===== src/rtl/edu_clk_pkg.sv =====
package edu_clk_pkg;

    // Mode select encodings seen on the mode_sel port.
    typedef enum logic [1:0] {
        MODE_STEP     = 2'd0,
        MODE_SLOW     = 2'd1,
        MODE_TURBO    = 2'd2,
        MODE_STEP_ALT = 2'd3
    } mode_e;

    // Control states of the enable generator.
    typedef enum logic [1:0] {
        ST_STEP,
        ST_SLOW,
        ST_TURBO,
        ST_HALTED
    } state_e;

    // Running state requested by a mode code.
    function automatic state_e mode_to_state(input logic [1:0] code);
        state_e s;
        unique case (mode_e'(code))
            MODE_STEP:     s = ST_STEP;
            MODE_SLOW:     s = ST_SLOW;
            MODE_TURBO:    s = ST_TURBO;
            MODE_STEP_ALT: s = ST_STEP;
        endcase
        return s;
    endfunction

endpackage


===== src/rtl/edu_clk_debounce.sv =====
module edu_clk_debounce #(
    parameter int DEB_CYCLES  = 4,
    parameter int SYNC_STAGES = 2
) (
    input  logic clk,
    input  logic rst_n,
    input  logic btn_raw,
    output logic press
);
    localparam int CW = (DEB_CYCLES < 2) ? 1 : $clog2(DEB_CYCLES);
    localparam logic [CW-1:0] LAST = CW'(DEB_CYCLES - 1);

    logic [SYNC_STAGES-1:0] sync_q;
    logic                   btn_s;
    logic                   level_q;
    logic [CW-1:0]          cnt_q;
    logic                   differs;
    logic                   accept;

    assign btn_s   = sync_q[SYNC_STAGES-1];
    assign differs = (btn_s != level_q);
    assign accept  = differs && (cnt_q == LAST);

    // Synchroniser chain for the asynchronous pin.
    always_ff @(posedge clk) begin
        if (!rst_n) sync_q <= '0;
        else        sync_q <= {sync_q[SYNC_STAGES-2:0], btn_raw};
    end

    // Stability counter: a new level must persist for DEB_CYCLES samples.
    always_ff @(posedge clk) begin
        if (!rst_n) begin
            level_q <= 1'b0;
            cnt_q   <= '0;
        end else if (!differs) begin
            cnt_q   <= '0;
        end else if (accept) begin
            level_q <= btn_s;
            cnt_q   <= '0;
        end else begin
            cnt_q   <= cnt_q + 1'b1;
        end
    end

    // Rising-edge pulse of the accepted level.
    always_ff @(posedge clk) begin
        if (!rst_n) press <= 1'b0;
        else        press <= accept && btn_s;
    end

endmodule


===== src/rtl/edu_clk_rate_table.sv =====
module edu_clk_rate_table #(
    parameter int SYS_CLK_HZ = 50_000_000,
    parameter int TURBO_HZ   = 1_000_000,
    parameter int RATE_W     = 4,
    parameter int CNT_W      = 26
) (
    input  logic [RATE_W-1:0] rate_sel,
    input  logic              sel_turbo,
    output logic [CNT_W-1:0]  period
);
    localparam int NUM_RATES = 1 << RATE_W;
    localparam logic [CNT_W-1:0] TURBO_P = CNT_W'(SYS_CLK_HZ / TURBO_HZ);

    logic [CNT_W-1:0] slow_tbl [NUM_RATES];

    // One constant per rate code; code 0 takes the 1 Hz period.
    for (genvar i = 0; i < NUM_RATES; i++) begin : g_rate
        localparam int DIV = (i == 0) ? 1 : i;
        assign slow_tbl[i] = CNT_W'(SYS_CLK_HZ / DIV);
    end

    assign period = sel_turbo ? TURBO_P : slow_tbl[rate_sel];

endmodule


===== src/rtl/edu_clk_divider.sv =====
module edu_clk_divider #(
    parameter int CNT_W = 26
) (
    input  logic             clk,
    input  logic             rst_n,
    input  logic             restart,
    input  logic [CNT_W-1:0] period,
    output logic             tick
);
    logic [CNT_W-1:0] cnt_q;

    // Down counter: a tick every 'period' cycles, first one 'period'
    // cycles after a restart.
    always_ff @(posedge clk) begin
        if (!rst_n) begin
            cnt_q <= '0;
            tick  <= 1'b0;
        end else if (restart) begin
            cnt_q <= period - 1'b1;
            tick  <= 1'b0;
        end else if (cnt_q == '0) begin
            cnt_q <= period - 1'b1;
            tick  <= 1'b1;
        end else begin
            cnt_q <= cnt_q - 1'b1;
            tick  <= 1'b0;
        end
    end

endmodule


===== src/rtl/edu_clk_ctrl.sv =====
module edu_clk_ctrl
    import edu_clk_pkg::*;
(
    input  logic       clk,
    input  logic       rst_n,
    input  logic [1:0] mode_sel,
    input  logic       halt_req,
    input  logic       press,
    input  logic       tick,
    output logic       restart,
    output logic       sel_turbo,
    output logic       cpu_ce,
    output logic       led_clk
);
    state_e state_q;
    state_e state_d;
    logic   ce_d;

    // Next state: halted is absorbing; otherwise follow the mode code.
    always_comb begin
        unique case (state_q)
            ST_HALTED: state_d = ST_HALTED;
            ST_STEP,
            ST_SLOW,
            ST_TURBO:  state_d = halt_req ? ST_HALTED : mode_to_state(mode_sel);
        endcase
    end

    // State register.
    always_ff @(posedge clk) begin
        if (!rst_n) state_q <= ST_STEP;
        else        state_q <= state_d;
    end

    assign restart   = (state_d != state_q);
    assign sel_turbo = (state_d == ST_TURBO);

    // Enable source chosen by the state; suppressed on any transition.
    always_comb begin
        ce_d = 1'b0;
        if (state_d == state_q) begin
            unique case (state_q)
                ST_STEP:   ce_d = press;
                ST_SLOW:   ce_d = tick;
                ST_TURBO:  ce_d = tick;
                ST_HALTED: ce_d = 1'b0;
            endcase
        end
    end

    // Output registers.
    always_ff @(posedge clk) begin
        if (!rst_n) begin
            cpu_ce  <= 1'b0;
            led_clk <= 1'b0;
        end else begin
            cpu_ce  <= ce_d;
            led_clk <= led_clk ^ ce_d;
        end
    end

endmodule


===== src/rtl/edu_clock_gen.sv =====
module edu_clock_gen #(
    parameter int SYS_CLK_HZ = 50_000_000,
    parameter int TURBO_HZ   = 1_000_000,
    parameter int RATE_W     = 4,
    parameter int DEB_CYCLES = 500_000
) (
    input  logic              clk,
    input  logic              rst_n,
    input  logic [1:0]        mode_sel,
    input  logic [RATE_W-1:0] rate_sel,
    input  logic              step_btn,
    input  logic              halt_req,
    output logic              cpu_ce,
    output logic              led_clk
);
    localparam int CNT_W = $clog2(SYS_CLK_HZ + 1);

    logic             press;
    logic             tick;
    logic             restart;
    logic             sel_turbo;
    logic [CNT_W-1:0] period;

    edu_clk_debounce #(
        .DEB_CYCLES (DEB_CYCLES),
        .SYNC_STAGES(2)
    ) u_debounce (
        .clk    (clk),
        .rst_n  (rst_n),
        .btn_raw(step_btn),
        .press  (press)
    );

    edu_clk_rate_table #(
        .SYS_CLK_HZ(SYS_CLK_HZ),
        .TURBO_HZ  (TURBO_HZ),
        .RATE_W    (RATE_W),
        .CNT_W     (CNT_W)
    ) u_rate_table (
        .rate_sel (rate_sel),
        .sel_turbo(sel_turbo),
        .period   (period)
    );

    edu_clk_divider #(
        .CNT_W(CNT_W)
    ) u_divider (
        .clk    (clk),
        .rst_n  (rst_n),
        .restart(restart),
        .period (period),
        .tick   (tick)
    );

    edu_clk_ctrl u_ctrl (
        .clk      (clk),
        .rst_n    (rst_n),
        .mode_sel (mode_sel),
        .halt_req (halt_req),
        .press    (press),
        .tick     (tick),
        .restart  (restart),
        .sel_turbo(sel_turbo),
        .cpu_ce   (cpu_ce),
        .led_clk  (led_clk)
    );

endmodule


===== config.mk =====
export PLATFORM = sky130hd
export DESIGN_NAME = edu_clock_gen
export DESIGN_NICKNAME = d
export VERILOG_FILES = /design/src/rtl/edu_clk_pkg.sv /design/src/rtl/edu_clk_debounce.sv /design/src/rtl/edu_clk_rate_table.sv /design/src/rtl/edu_clk_divider.sv /design/src/rtl/edu_clk_ctrl.sv /design/src/rtl/edu_clock_gen.sv
export SDC_FILE = /design/constraint.sdc
export NUM_CORES = 1
export LEC_CHECK = 0
export BUFFER_PORTS_ARGS = -buffer_cell sky130_fd_sc_hd__buf_2
export CAP_MARGIN = 20
export CORE_MARGIN = 2
export CORE_UTILIZATION = 65
export DETAILED_ROUTE_END_ITERATION = 16
export HOLD_SLACK_MARGIN = 0.03
export PLACE_DENSITY = 0.83
export SYNTH_ARGS = -nofsm -noshare
export SYNTH_HDL_FRONTEND = slang
export SYNTH_SLANG_ARGS = --single-unit

===== constraint.sdc =====
create_clock -name clk -period 6.02 [get_ports clk]
set_clock_uncertainty 0.05 [all_clocks]
set_input_delay 1.204 -clock clk [delete_from_list [all_inputs] [get_ports clk]]
set_output_delay 1.204 -clock clk [all_outputs]
set_load 0.005 [all_outputs]

==> flow_results.xml, run 1 <==
<?xml version="1.0" encoding="UTF-8"?>
<metrics>
  <group name="logic_synthesis">
    <metric name="ys_seq_area_frac" unit="">0.307</metric>
    <metric name="synthMuxAreaShare" unit="">0.0369</metric>
    <metric name="synthDominantAreaCellType" unit="">dfxtp_1</metric>
    <metric name="synthXorXnorAreaFrac" unit="">0.117</metric>
    <metric name="syn-num-nets" unit="">459</metric>
    <metric name="post_synthesis_instance_area" unit="sq um">3520</metric>
    <metric name="synth_adder_area_share" unit="">0.0426</metric>
    <metric name="synth_top_cells_by_area" unit="">dfxtp_1, xor2_1, nor2_1, xnor2_1, nand2_1</metric>
    <metric name="syn-mean-instance-area" unit="sq um">8.06</metric>
    <metric name="yosysWarnings" unit="">0</metric>
    <metric name="synth_flop_cell" unit="">dfxtp_1</metric>
    <metric name="netlist_instances" unit="">437</metric>
    <metric name="area_fraction_of_the_dominant_cell_type_after_synthesis" unit="">0.307</metric>
    <metric name="dominant_combinational_cell_family_by_area_after_synthesis" unit="">simple AND/OR/NAND/NOR gates</metric>
    <metric name="fraction_of_the_mapped_netlist_area_in_compound_gates" unit="">0.157</metric>
    <metric name="synth_enable_flop_cells" unit="">0</metric>
    <metric name="synth-seq-cells" unit="">54</metric>
    <metric name="async_flop_share" unit="">0</metric>
    <metric name="synthSimpleGateAreaFrac" unit="">0.297</metric>
    <metric name="yosysUniqueCellTypes" unit="">63</metric>
  </group>
  <group name="global_route">
    <metric name="initial_antenna_violation_count" unit="">0</metric>
    <metric name="globalRoute.totalOverflow" unit="">0</metric>
    <metric name="grt_max_degree" unit="">46</metric>
    <metric name="grt_util_all_layers" unit="">0.277</metric>
    <metric name="vias_in_the_first_global_route" unit="">2858</metric>
    <metric name="grt_pass1_wl" unit="mm">13.3</metric>
  </group>
  <group name="critical_path">
    <metric name="worst_ep_required" unit="ps">6220</metric>
    <metric name="timing.critical_path.arrival" unit="ps">4280</metric>
    <metric name="worstPathMaxFanout" unit="">17</metric>
    <metric name="timing.critical_path.to_type" unit="">flop</metric>
    <metric name="start_kind" unit="">primary input</metric>
    <metric name="crit_type" unit="">in2reg</metric>
  </group>
  <group name="sta">
    <metric name="finalWorstSetupSlack" unit="ps">1940</metric>
    <metric name="timing.final.crit_share" unit="">0.677</metric>
    <metric name="pin_slew_with_the_least_headroom_to_its_limit" unit="ps">1050</metric>
    <metric name="slew_viol_final" unit="">0</metric>
    <metric name="final_hold_viol_count" unit="">0</metric>
    <metric name="slew-limit-headroom" unit="">0.300</metric>
    <metric name="finalHoldWorstSlack" unit="ps">421</metric>
    <metric name="finalSetupViolations" unit="">0</metric>
    <metric name="maxClockFrequency" unit="MHz">245</metric>
    <metric name="period_minus_slack" unit="ps">4080</metric>
    <metric name="timing.setup.tns" unit="ps">0</metric>
    <metric name="rsz0062_at_grt" unit="">no</metric>
  </group>
  <group name="routing">
    <metric name="viasPerCell" unit="">6.25</metric>
    <metric name="finalWirelength" unit="mm">7.98</metric>
    <metric name="drc_errors" unit="">0</metric>
    <metric name="first_pass_iters" unit="">5</metric>
    <metric name="wl_per_cell" unit="um">15.9</metric>
    <metric name="antenna_violating_nets_post_route" unit="">0</metric>
    <metric name="via_count" unit="">3138</metric>
    <metric name="drtIter0Drc" unit="">246</metric>
  </group>
  <group name="floorplanning">
    <metric name="die_width" unit="um">77.6</metric>
    <metric name="core-area" unit="sq um">5170</metric>
    <metric name="dieHeight" unit="um">77.6</metric>
    <metric name="io_pins" unit="">12</metric>
    <metric name="die-area" unit="sq um">6020</metric>
    <metric name="fp-row-count" unit="">26</metric>
    <metric name="initial_utilization" unit="">0.681</metric>
  </group>
  <group name="job">
    <metric name="number_of_violations_of_the_max_capacitance_limit" unit="">0</metric>
  </group>
  <group name="clocking">
    <metric name="clock_insertion_delay_worst_skew" unit="ps">330</metric>
    <metric name="tritoncts_clock_tree" unit="">yes</metric>
    <metric name="cts_num_sinks" unit="">54</metric>
    <metric name="cts-resized-gates" unit="">0</metric>
    <metric name="max-clock-path-buffers" unit="">2</metric>
    <metric name="clk_pin_slew" unit="ps">110</metric>
    <metric name="postCtsSetupRepairBufs" unit="">0</metric>
    <metric name="cts_root_buf" unit="">clkbuf_8</metric>
    <metric name="hold_buffers" unit="">0</metric>
    <metric name="htreeDepth" unit="">2</metric>
    <metric name="cts-buffers-inserted" unit="">5</metric>
  </group>
  <group name="pwr">
    <metric name="p_int" unit="mW">0.561</metric>
    <metric name="power.share.clock" unit="">0.259</metric>
    <metric name="vdd.ir_drop.worst" unit="V">0.000252</metric>
    <metric name="seq_power_share" unit="">0.478</metric>
    <metric name="power.density" unit="nW/um^2">234</metric>
    <metric name="static-leakage-power" unit="nW">1.32</metric>
    <metric name="total_power" unit="mW">0.855</metric>
    <metric name="switchingPower" unit="mW">0.294</metric>
    <metric name="combinationalPowerShare" unit="">0.263</metric>
    <metric name="netSwitchingFraction" unit="">0.344</metric>
  </group>
  <group name="placed_design">
    <metric name="post-place-ws" unit="ps">1660</metric>
    <metric name="numPortBuffers" unit="">11</metric>
    <metric name="finalWeightedCongestion" unit="">0.938</metric>
    <metric name="hpwlAfterDp" unit="mm">5.84</metric>
    <metric name="area_of_placed_instances" unit="sq um">3560</metric>
  </group>
  <group name="layout">
    <metric name="regArea" unit="sq um">1080</metric>
    <metric name="post_route_cells_drive_above_1_share" unit="">0.0880</metric>
    <metric name="insertedDiodeCount" unit="">0</metric>
    <metric name="finish.instance_area" unit="sq um">3660</metric>
    <metric name="area_growth" unit="%">3.80</metric>
    <metric name="fillerInstances" unit="">418</metric>
    <metric name="multi_input_area" unit="sq um">2290</metric>
    <metric name="post_layout_nets" unit="">453</metric>
  </group>
  <group name="outcome">
    <metric name="run_status" unit="">finished clean</metric>
  </group>
  <group name="worst_hold_path">
    <metric name="hold_path_class" unit="">reg2reg</metric>
  </group>
</metrics>
critical path: stages:
cell and delay (ps):
buf_2 260, inv_1 160, ha_1 290, mux2_2 300
a221oi_2 320, ha_1 270, and3b_1 210, and3b_1 200
or3b_2 450, or4_1 420, a31oi_1 180
path summary, 6_finish.rpt:
path | slack (ps) | start | endpoint | cells past startpoint
max | 1940 | rate_sel[1] | u_divider.cnt_q[10] | 11
min | 420 | u_debounce.sync_q[0] | u_debounce.sync_q[1] | 1
max reg2reg | 2800 | u_ctrl.state_q[0] | u_divider.cnt_q[10] | 10
min reg2reg | 420 | u_debounce.sync_q[0] | u_debounce.sync_q[1] | 1
registers in the layout, summed over array words and instances, names as in the netlist:
signal and flops:
u_ctrl.cpu_ce 1, u_ctrl.led_clk 1, u_ctrl.state_q 2, u_debounce.cnt_q 19, u_debounce.level_q 1, u_debounce.press 1
u_debounce.sync_q 2, u_divider.cnt_q 26, u_divider.tick 1
layer usage:
metal  track usage  vias up  part of all wire
met2         0.409      137              0.44
met4        0.0946        0             0.017
met3        0.0674       16             0.069
met5             0        -                 0
li1              -     1544                 -
met1         0.393     1441              0.47
cells in the final DEF (no fill, tap or decap), types with 6 or more instances in the layout:
cell type | Yosys | layout
a211oi_1 | 10 | 10
a21oi_1 | 18 | 18
and3_1 | 6 | 6
buf_2 | 4 | 11
dfxtp_1 | 54 | 54
ha_1 | 12 | 12
inv_1 | 10 | 10
nand2_1 | 43 | 43
nand2b_1 | 10 | 10
nand3_1 | 19 | 19
nor2_1 | 55 | 55
nor2b_1 | 6 | 6
nor3_1 | 16 | 16
nor4_1 | 9 | 9
o21ai_0 | 15 | 15
xnor2_1 | 21 | 21
xor2_1 | 26 | 26
cell type report:
cell class | count | area share
clock inverters | 3 | 0.00787
repair buffers | 12 | 0.0171
inverters | 10 | 0.0103
flip-flops and latches | 54 | 0.296
well taps | 70 | 0.0240
multi-input cells | 348 | 0.626
clock buffers | 5 | 0.0188
cell usage after synthesis (all sizes together), types with 2 or more instances:
cell,n
o211ai,4
or3b,2
xor2,26
o21ai,15
mux2i,4
clkbuf,19
xnor2,21
inv,10
nor3,16
nor4b,4
buf,6
a21oi,18
a311oi,2
o31ai,3
o22ai,3
or3,4
nor4,10
mux4,2
nand2b,10
dfxtp,54
or4,2
nand4,5
nand2,43
ha,12
and2,4
o21a,3
and3,6
nand3b,3
nand3,19
mux2,4
and3b,2
nand4b,2
a211oi,10
o2111ai,2
nor2,55
or2,2
a221oi,4
nor2b,6
nor3b,3
power groups by stage:
stage	sequential [mW]	combinational, mW	clock [mW]
after floorplan	0.410	0.179	0
after global placement	0.415	0.213	0
after detailed placement	0.416	0.220	0
after CTS	0.408	0.221	0.223
after global routing	0.412	0.248	0.238
final	0.409	0.225	0.222
cells by family (layout without fill, tap and decap cells):
family / Yosys count / after routing
fa+ha+maj: 12 / 12
xor+xnor: 47 / 47
buf+inv: 35 / 30
compound gates: 79 / 79
flops: 54 / 54
mux: 10 / 10
simple gates: 200 / 200
metrics by stage:
stage	util	std cells
after detailed placement	0.688	494
final	0.707	502
after global placement	0.688	494
after global routing	0.707	502
after floorplan	-	437
after CTS	0.707	502
(Power assumes the default switching activity.)
==> run 2, diff against run 1 <==
--- a/config.mk
+++ b/config.mk
@@ -8,10 +8,10 @@
 export BUFFER_PORTS_ARGS = -buffer_cell sky130_fd_sc_hd__buf_2
 export CAP_MARGIN = 20
 export CORE_MARGIN = 2
-export CORE_UTILIZATION = 65
+export CORE_UTILIZATION = 62
 export DETAILED_ROUTE_END_ITERATION = 16
 export HOLD_SLACK_MARGIN = 0.03
-export PLACE_DENSITY = 0.83
+export PLACE_DENSITY = 0.8
 export SYNTH_ARGS = -nofsm -noshare
 export SYNTH_HDL_FRONTEND = slang
 export SYNTH_SLANG_ARGS = --single-unit
==> constraint.sdc (replaced) <==
create_clock -name clk -period 3.8 [get_ports clk]
set_clock_uncertainty 0.05 [all_clocks]
set_input_delay 0.76 -clock clk [delete_from_list [all_inputs] [get_ports clk]]
set_output_delay 0.76 -clock clk [all_outputs]
set_load 0.005 [all_outputs]
==> run 2 against run 1 <==
Compared with the run above: first-iteration DRC count is 9.3% lower; combinational power is 62% higher; utilization is 2.6 points lower.
==> flow_results.xml, run 2 (same netlist as run 1, synthesis figures left out) <==
<?xml version="1.0" encoding="UTF-8"?>
<metrics>
  <group name="routing">
    <metric name="viasPerCell" unit="">6.08</metric>
    <metric name="antenna_violating_nets_post_route" unit="">0</metric>
    <metric name="first_pass_iters" unit="">5</metric>
    <metric name="via_count" unit="">3125</metric>
    <metric name="drc_errors" unit="">0</metric>
    <metric name="wl_per_cell" unit="um">15.6</metric>
    <metric name="finalWirelength" unit="mm">8.03</metric>
    <metric name="drtIter0Drc" unit="">223</metric>
  </group>
  <group name="pwr">
    <metric name="power.share.clock" unit="">0.277</metric>
    <metric name="static-leakage-power" unit="nW">1.38</metric>
    <metric name="combinationalPowerShare" unit="">0.261</metric>
    <metric name="seq_power_share" unit="">0.462</metric>
    <metric name="p_int" unit="mW">0.953</metric>
    <metric name="power.density" unit="nW/um^2">373</metric>
    <metric name="switchingPower" unit="mW">0.448</metric>
    <metric name="netSwitchingFraction" unit="">0.320</metric>
    <metric name="vdd.ir_drop.worst" unit="V">0.000397</metric>
  </group>
  <group name="layout">
    <metric name="utilization" unit="">0.681</metric>
    <metric name="insertedDiodeCount" unit="">0</metric>
    <metric name="register_with_the_highest_flop_count" unit="">u_divider.cnt_q</metric>
    <metric name="layout_top_registers" unit="">u_divider.cnt_q: 26 flops, u_debounce.cnt_q: 19 flops</metric>
    <metric name="commonest_cells_after_routing_fill_and_taps_aside" unit="">nor2_1, dfxtp_1, nand2_1</metric>
    <metric name="post_route_cells_drive_above_1_share" unit="">0.109</metric>
    <metric name="fillerInstances" unit="">447</metric>
    <metric name="largest_register_ffs" unit="">26</metric>
    <metric name="post_layout_nets" unit="">464</metric>
    <metric name="area_growth" unit="%">6.50</metric>
    <metric name="most_common_cell_after_layout_fill_and_taps_aside" unit="">nor2_1</metric>
  </group>
  <group name="global_route">
    <metric name="grt_max_degree" unit="">33</metric>
    <metric name="initial_antenna_violation_count" unit="">0</metric>
    <metric name="vias_in_the_first_global_route" unit="">2879</metric>
    <metric name="grt_util_all_layers" unit="">0.266</metric>
    <metric name="grt_pass1_wl" unit="mm">13.5</metric>
    <metric name="globalRoute.totalOverflow" unit="">0</metric>
  </group>
  <group name="floorplanning">
    <metric name="dieHeight" unit="um">79.4</metric>
    <metric name="fp-row-count" unit="">27</metric>
    <metric name="core-area" unit="sq um">5510</metric>
    <metric name="die_width" unit="um">79.4</metric>
    <metric name="io_pins" unit="">12</metric>
    <metric name="initial_utilization" unit="">0.640</metric>
    <metric name="die-area" unit="sq um">6300</metric>
  </group>
  <group name="sta">
    <metric name="slew-limit-headroom" unit="">0.506</metric>
    <metric name="rsz0062_at_grt" unit="">no</metric>
    <metric name="final_hold_viol_count" unit="">0</metric>
    <metric name="maxClockFrequency" unit="MHz">302</metric>
    <metric name="slew_viol_final" unit="">0</metric>
    <metric name="pin_slew_with_the_least_headroom_to_its_limit" unit="ps">722</metric>
    <metric name="finalSetupViolations" unit="">0</metric>
    <metric name="finalHoldWorstSlack" unit="ps">394</metric>
    <metric name="timing.setup.tns" unit="ps">0</metric>
    <metric name="timing.final.crit_share" unit="">0.872</metric>
    <metric name="period_minus_slack" unit="ps">3310</metric>
  </group>
  <group name="clocking">
    <metric name="clock_insertion_delay_worst_skew" unit="ps">320</metric>
    <metric name="htreeDepth" unit="">2</metric>
    <metric name="hold_buffers" unit="">0</metric>
    <metric name="tritoncts_clock_tree" unit="">yes</metric>
    <metric name="max-clock-path-buffers" unit="">2</metric>
    <metric name="cts-resized-gates" unit="">0</metric>
    <metric name="cts_root_buf" unit="">clkbuf_8</metric>
    <metric name="postCtsSetupRepairBufs" unit="">0</metric>
    <metric name="cts-buffers-inserted" unit="">5</metric>
    <metric name="cts_num_sinks" unit="">54</metric>
    <metric name="clk_pin_slew" unit="ps">100</metric>
  </group>
  <group name="worst_hold_path">
    <metric name="hold_path_class" unit="">reg2reg</metric>
  </group>
  <group name="critical_path">
    <metric name="timing.critical_path.arrival" unit="ps">3510</metric>
    <metric name="worstPathMaxFanout" unit="">7</metric>
    <metric name="start_kind" unit="">primary input</metric>
    <metric name="crit_type" unit="">in2reg</metric>
    <metric name="timing.critical_path.to_type" unit="">flop</metric>
    <metric name="worst_ep_required" unit="ps">3990</metric>
  </group>
  <group name="outcome">
    <metric name="run_status" unit="">finished clean</metric>
  </group>
  <group name="placed_design">
    <metric name="numPortBuffers" unit="">11</metric>
    <metric name="finalWeightedCongestion" unit="">0.944</metric>
    <metric name="hpwlAfterDp" unit="mm">5.88</metric>
  </group>
  <group name="job">
    <metric name="number_of_violations_of_the_max_capacitance_limit" unit="">0</metric>
  </group>
</metrics>
[run 2: area by class of cell]
| type | count | area (sq um) | share of cell area |
|---|---|---|---|
| flip-flops and latches | 54 | 1080 | 0.288 |
| clock inverters | 2 | 38.8 | 0.0103 |
| clock buffers | 5 | 68.8 | 0.0183 |
| multi-input cells | 348 | 2290 | 0.610 |
| inverters | 10 | 37.5 | 0.0100 |
| well taps | 72 | 90.1 | 0.0240 |
| repair buffers | 23 | 145 | 0.0387 |
[run 2: power by group through the flow]
stage                     registers, mW  logic [mW]  clock network (mW)
final                             0.647       0.365               0.388
after global routing              0.652       0.400               0.419
after CTS                         0.646       0.361               0.388
after detailed placement          0.659       0.358                   0
after global placement            0.657       0.353                   0
after floorplan                   0.650       0.284                   0
[run 2: path summary, 6_finish.rpt]
kind	start	slack, ps	endpoint	cells after the start
worst max-delay path	rate_sel[1]	490	u_divider.cnt_q[10]	11
worst min-delay path	u_debounce.sync_q[0]	390	u_debounce.sync_q[1]	1
worst max register to register	u_ctrl.state_q[0]	900	u_divider.cnt_q[10]	9
worst min register to register	u_debounce.sync_q[0]	390	u_debounce.sync_q[1]	1
[run 2: metrics by stage]
step | power (mW) | setup slack (ps) | cells | cell area [sq um]
2_1_floorplan | 0.934 | 287 | 437 | 3520
3_3_place_gp | 1.01 | 254 | 507 | 3640
3_5_place_dp | 1.02 | 165 | 507 | 3640
4_1_cts | 1.40 | 495 | 514 | 3750
5_1_grt | 1.47 | 308 | 514 | 3750
6_report | 1.40 | 485 | 514 | 3750
[run 2: critical path: stages]
cell and delay (ps):
buf_2 130, inv_1 100, ha_1 210, mux2_2 270, a221oi_2 320, ha_1 270
and3b_1 220, and3b_1 190, or3b_2 460, or4_1 400, a31oi_1 170
[run 2: layer usage]
metal	share of wire	vias up	GRT usage	routed length, um
met5	0	-	0	0
met4	0.0097	0	0.0707	78
met3	0.042	9	0.0305	341
met2	0.49	76	0.442	3930
met1	0.46	1474	0.365	3680
li1	-	1566	-	-
